File: src/rtl/aud_ser_tx.sv
module aud_ser_tx #(
  parameter int DEPTH    = 8,
  parameter int HALF_DIV = 2
) (
  input  logic        clk,
  input  logic        rst_n,
  input  logic        en,
  input  logic        cfg_slave,
  input  logic [1:0]  cfg_fmt,
  input  logic [1:0]  cfg_mode,
  input  logic [5:0]  cfg_size,
  input  logic        cfg_zero_uf,
  input  logic [$clog2(DEPTH):0] cfg_thresh,
  input  logic        wr_en,
  input  logic [31:0] wr_data,
  output logic        fifo_full,
  output logic        req,
  input  logic        sck_in,
  input  logic        ws_in,
  output logic        sck_out,
  output logic        ws_out,
  output logic        sd_out
);
  localparam int AW  = $clog2(DEPTH);
  localparam int DVW = (HALF_DIV > 1) ? $clog2(HALF_DIV) : 1;
  localparam logic [AW:0] FULL = (AW+1)'(DEPTH);

  logic [31:0]    mem [DEPTH];
  logic [AW-1:0]  wr_p, rd_p;
  logic [AW:0]    count;
  logic [1:0]     sck_sy, ws_sy;
  logic           sck_d, msck, tail;
  logic [DVW-1:0] dcnt;
  logic [5:0]     pos, pos_nx, esz;
  logic [31:0]    smp_l, smp_r, nl, nr, mask, ent, s;
  logic           bit_v;

  wire stereo = cfg_mode == 2'd0;
  wire have   = count != '0;
  wire push   = wr_en && count != FULL;
  wire tick   = dcnt == DVW'(HALF_DIV - 1);
  wire fall   = en && (cfg_slave ? (sck_d && !sck_sy[1]) : (tick && msck));
  wire load_l = fall && pos_nx == 6'd0;
  wire load_r = fall && pos_nx == 6'd32;
  wire pop    = have && (load_l || (load_r && stereo));
  wire [4:0] b = pos[4:0];

  assign pos_nx    = (cfg_slave && ws_sy[1] != pos[5]) ? {ws_sy[1], 5'd0} : pos + 6'd1;
  assign fifo_full = count == FULL;
  assign req       = count < cfg_thresh;
  assign sck_out   = msck;
  assign ws_out    = !cfg_slave && pos[5];
  assign sd_out    = en && bit_v;
  assign ent       = mem[rd_p];
  assign mask      = (esz >= 6'd32) ? 32'hFFFF_FFFF : ~(32'hFFFF_FFFF << esz);
  assign s         = pos[5] ? smp_r : smp_l;

  always_ff @(posedge clk) if (push) mem[wr_p] <= wr_data;

  always_ff @(posedge clk) begin
    if (!rst_n) begin
      wr_p <= '0; rd_p <= '0; count <= '0;
    end else begin
      if (push) wr_p <= wr_p + 1'b1;
      if (pop)  rd_p <= rd_p + 1'b1;
      count <= count + {{AW{1'b0}}, push} - {{AW{1'b0}}, pop};
    end
  end

  always_ff @(posedge clk) begin
    if (!rst_n) begin
      sck_sy <= '0; ws_sy <= '0; sck_d <= 1'b0;
    end else begin
      sck_sy <= {sck_sy[0], sck_in};
      ws_sy  <= {ws_sy[0], ws_in};
      sck_d  <= sck_sy[1];
    end
  end

  always_ff @(posedge clk) begin
    if (!rst_n || !en || cfg_slave) begin
      dcnt <= '0; msck <= 1'b0;
    end else if (tick) begin
      dcnt <= '0; msck <= ~msck;
    end else begin
      dcnt <= dcnt + 1'b1;
    end
  end

  always_ff @(posedge clk) begin
    if (!rst_n || !en) pos <= 6'd63;
    else if (fall)     pos <= pos_nx;
  end

  always_comb begin
    case (cfg_mode)
      2'd2:    begin esz = 6'd16; nl = {16'd0, ent[15:0]}; nr = {16'd0, ent[31:16]}; end
      2'd3:    begin esz = 6'd8;  nl = {24'd0, ent[7:0]};  nr = {24'd0, ent[15:8]};  end
      default: begin esz = cfg_size; nl = ent & mask; nr = ent & mask; end
    endcase
  end

  always_ff @(posedge clk) begin
    if (!rst_n) begin
      smp_l <= '0; smp_r <= '0; tail <= 1'b0;
    end else if (load_l) begin
      tail <= smp_r[0];
      if (have) begin
        smp_l <= nl;
        if (!stereo) smp_r <= nr;
      end else if (cfg_zero_uf) begin
        smp_l <= '0;
        if (!stereo) smp_r <= '0;
      end
    end else if (load_r) begin
      tail <= smp_l[0];
      if (stereo && have)             smp_r <= nr;
      else if (stereo && cfg_zero_uf) smp_r <= '0;
    end
  end

  always_comb begin
    bit_v = 1'b0;
    case (cfg_fmt)
      2'd0: if (b == 5'd0)                     bit_v = (esz == 6'd32) && tail;
            else if ({1'b0, b} - 6'd1 < esz)   bit_v = s[5'(esz - {1'b0, b})];
      2'd2: if ({1'b0, b} >= 6'd32 - esz)      bit_v = s[~b];
      default: if ({1'b0, b} < esz)            bit_v = s[5'(esz - 6'd1 - {1'b0, b})];
    endcase
  end
endmodule


File: config.mk
export PLATFORM = sky130hd
export DESIGN_NAME = aud_ser_tx
export DESIGN_NICKNAME = d
export VERILOG_FILES = /design/src/rtl/aud_ser_tx.sv
export SDC_FILE = /design/constraint.sdc
export NUM_CORES = 1
export LEC_CHECK = 0
export BUFFER_PORTS_ARGS = -buffer_cell sky130_fd_sc_hd__buf_2
export CELL_PAD_IN_SITES_DETAIL_PLACEMENT = 1
export CELL_PAD_IN_SITES_GLOBAL_PLACEMENT = 1
export CORE_MARGIN = 5
export CORE_UTILIZATION = 47
export DETAILED_ROUTE_END_ITERATION = 8
export PLACE_DENSITY_LB_ADDON = 0.1
export REMOVE_ABC_BUFFERS = 1
export SYNTH_ARGS = -nofsm -noshare
export SYNTH_HDL_FRONTEND = slang
export SYNTH_SLANG_ARGS = --single-unit
export TNS_END_PERCENT = 100
File: constraint.sdc
create_clock -name clk -period 4.9 [get_ports clk]
set_input_delay 0.98 -clock clk [delete_from_list [all_inputs] [get_ports clk]]
set_output_delay 0.98 -clock clk [all_outputs]
set_load 0.01 [all_outputs]
==> results.tsv <==
metric	value	unit
warnings from Yosys	0	
async set or reset register ratio after synthesis	0	%
Post-synth EDFFs	256	
number of global-route vias before repair	10940	
Tot GR Track Use	23.98	%
CP max FO	4	
Iteration-0 DRC Markers	606	
routed vias	10380	
Ports	59	
share of layout cells above drive strength 1	28.01	%
NetSw	1.685	mW
ANT nets after route	0	
Vias per Instance	6.037	
largest net degree at the start of global routing	65	
max incr delay on CP	0.60	ns
Final Skew	0.01384	ns
Pwr Density	362.3	nW/um^2
largest cells by area after synthesis	edfxtp_1, mux4_2, dfxtp_1, mux2i_1, ha_1	
port buffer count	58	
Syn Area/Cell	14.47	sq um
fin crit share	99.96	%
Least-Margin Pin Slew	1.027	ns
H-tree Lvls	2	
post-layout min period	4.898	ns
register area share after synthesis	58.35	%
#FFs+latches synth	347	
Placed Instances	1639	
initial antenna violation count	4	
commonest cells after routing, fill and taps aside	edfxtp_1, mux4_2, dfxtp_1	
unrepaired setup endpoints after global routing	true	
cell-internal power	5.195	mW
Clock Path Buffers	3	
Max Cap Viol	0	
Rel. slew slack	31.35	%
Final Slew Violations	0	
CTS sink cnt	347	
worst r2r src	pos[1]	
Core Rows	68	
critical path required time	3.92	ns
dpl hpwl	32150	microns
CTS tree	yes	
crit start category	input port	
critical path, cell by cell	buf_8 > nor2b_4 > ha_4 > inv_2 > fa_2 > buf_12 > buf_12 > mux4_2 > mux4_2 > nor3b_4 > o32ai_4 > a221oi_2 > buf_2	
Seq pwr share	48.0	%
Crit-path slowest cell	fa_2	
Netlist cell types	71	
Hold Path End	ws_sy[1]	
CP Class	in -> out	
first-pass GRT wire length	69970	microns
cts hold-fix bufs	0	
# DRC	0	
fmax	0.2042	GHz
Gate power share	11.6	%
Synth Flop Type	edfxtp_1	
GPL Wtd Cong	0.9238	
DR pass1 iterations	5	
Layout fillers	3313	
hold_ws	0.4360	ns
Die X	196.2	microns
critical path data arrival time	3.92	ns
Final Setup Violations	0	
Final Hold Vio Count	0	
R2R depth	9	
# diodes	0	
clock tree root buffer cell	clkbuf_16	
Reg clk slew, reported paths	0.06	ns
R2R Setup Slk	1.26	ns
Final Cell Area	18990	sq um
post-synth top area share	47.17	%
crit end category	primary output	
WL final	46050	microns
Synth-to-Final Area Change	16.55	%
switch share	24.50	%
Mapped Cells	1126	
Non-Filler Instances	1719	
die area	38500	sq um
Clock power frac	40.4	%
Synth area leader	edfxtp_1	
hold crit path type	reg -> reg	
Mapped Area	16300	sq um
Layout Nets	1329	
Placement Cell Area	17440	sq um
Max VDD drop	0.3351	mV
die height	196.2	microns
routed wire length per instance	26.79	microns
TritonCTS buffer count	38	
min-delay src	ws_sy[0]	
initial core utilization	47.41	%
status	finished clean	
clk_lat worst skew	0.54	ns
Pleak	6.650	nW
Hold Crit Depth	1	
R2R Path End	smp_r[25]	
most common cell after layout, fill and taps aside	edfxtp_1	
core area	34370	sq um
GRT Residual Overflow	0	
## Yosys cell counts, types with 4 or more instances
| library cell | number |
|---|---|
| dfxtp_1 | 91 |
| nand2b_1 | 10 |
| mux2i_1 | 72 |
| nand3b_1 | 4 |
| a221oi_1 | 4 |
| a32oi_1 | 5 |
| nand3_1 | 12 |
| o211ai_1 | 7 |
| a211o_1 | 7 |
| buf_4 | 5 |
| nand2_1 | 57 |
| xor2_1 | 7 |
| nand4_1 | 4 |
| a21o_1 | 4 |
| a2bb2oi_1 | 11 |
| or2_0 | 5 |
| a22oi_1 | 14 |
| mux2_2 | 10 |
| nor3_1 | 20 |
| or3_1 | 11 |
| a211oi_1 | 12 |
| buf_1 | 6 |
| buf_2 | 23 |
| xnor2_1 | 10 |
| inv_1 | 32 |
| a2111oi_0 | 5 |
| nor2_1 | 80 |
| a21oi_1 | 45 |
| edfxtp_1 | 256 |
| and2_1 | 16 |
| o21a_1 | 5 |
| clkbuf_1 | 31 |
| o21ai_0 | 34 |
| mux4_2 | 104 |
| ha_1 | 36 |
| nor2b_1 | 11 |
## repair_timing
| action | in CTS | in global routing |
|---|---|---|
| cloned | 1 | 0 |
| resized for setup | 24 | 17 |
| pin swaps | 5 | 10 |
| setup endpoints to repair | 1 | 1 |
| buffers inserted | 4 | 8 |
## logic make-up (layout without fill, tap and decap cells)
family	count (synthesis)	after routing	share of synthesized area, %
simple gates	253	253	7.624
buf+inv	103	241	2.802
xor+xnor	19	19	1.113
flops	347	347	58.35
fa+ha+maj	39	39	3.132
mux	186	186	19.49
compound gates	179	179	7.493
## critical path: cells and delay by family
kind	cells	cell delay, ns
buffers and inverters	5	0.54
and+or+nand+nor	2	0.31
adders and majority gates	2	0.76
muxes	2	0.97
AOI/OAI and AO/OA	2	0.37
## area by class of cell
| type | instances | area, sq um | share of cell area (%) |
|---|---|---|---|
| Clock buffer | 56 | 1109 | 5.836 |
| Clock inverter | 12 | 118.9 | 0.6258 |
| Inverter | 35 | 131.4 | 0.6917 |
| Multi-Input combinational cell | 676 | 6538 | 34.42 |
| Sequential cell | 347 | 9517 | 50.10 |
| Tap cell | 455 | 569.3 | 2.997 |
| Timing Repair Buffer | 138 | 1012 | 5.329 |
## state kept, by name (all words and copies together), names as in the netlist, named ones only
name,flops
mem,256
smp_l,32
smp_r,32
pos,6
count,4
rd_p,3
wr_p,3
sck_sy,2
ws_sy,2
dcnt,1
sck_d,1
sck_out,1
tail,1
## stage by stage
step                      power [mW]  util, %  worst slack [ns]   TNS, ns
final                          6.881    55.26          0.001897         0
after global routing           7.150    55.26          -0.05616  -0.05616
after CTS                      6.923    54.83           0.01485         0
after detailed placement       4.126    50.74           -0.2771   -0.2771
after global placement         4.103    50.74           -0.2773   -0.2773
after floorplan                3.780        -           -0.1692   -0.1692
## metal layers
metal / vias up / share of wire, % / global-route usage (%)
met5: - / 0.076 / 0
met4: 8 / 3.0 / 7.008
met3: 84 / 4.6 / 3.572
met2: 262 / 49 / 40.29
met1: 5394 / 43 / 32.72
li1: 4630 / - / -
## power by group through the flow
stage | combinational, mW | sequential (mW) | clock (mW)
2_1_floorplan | 0.422 | 3.36 | 0
3_3_place_gp | 0.744 | 3.36 | 0
3_5_place_dp | 0.759 | 3.37 | 0
4_1_cts | 0.781 | 3.30 | 2.84
5_1_grt | 0.862 | 3.31 | 2.98
6_report | 0.796 | 3.30 | 2.78
## worst max-delay path by stage
stage                     start     end  slack, ns  depth (start not counted)
finish              cfg_mode[1]  sd_out      0.002                         13
global placement    cfg_mode[1]  sd_out      -0.28                         15
detailed placement  cfg_mode[1]  sd_out      -0.28                         15
CTS                 cfg_mode[1]  sd_out       0.01                         13
global route        cfg_mode[1]  sd_out      -0.06                         13
floorplan           cfg_size[0]  sd_out      -0.17                          9
Note: power is estimated with default switching activity, not from simulation.
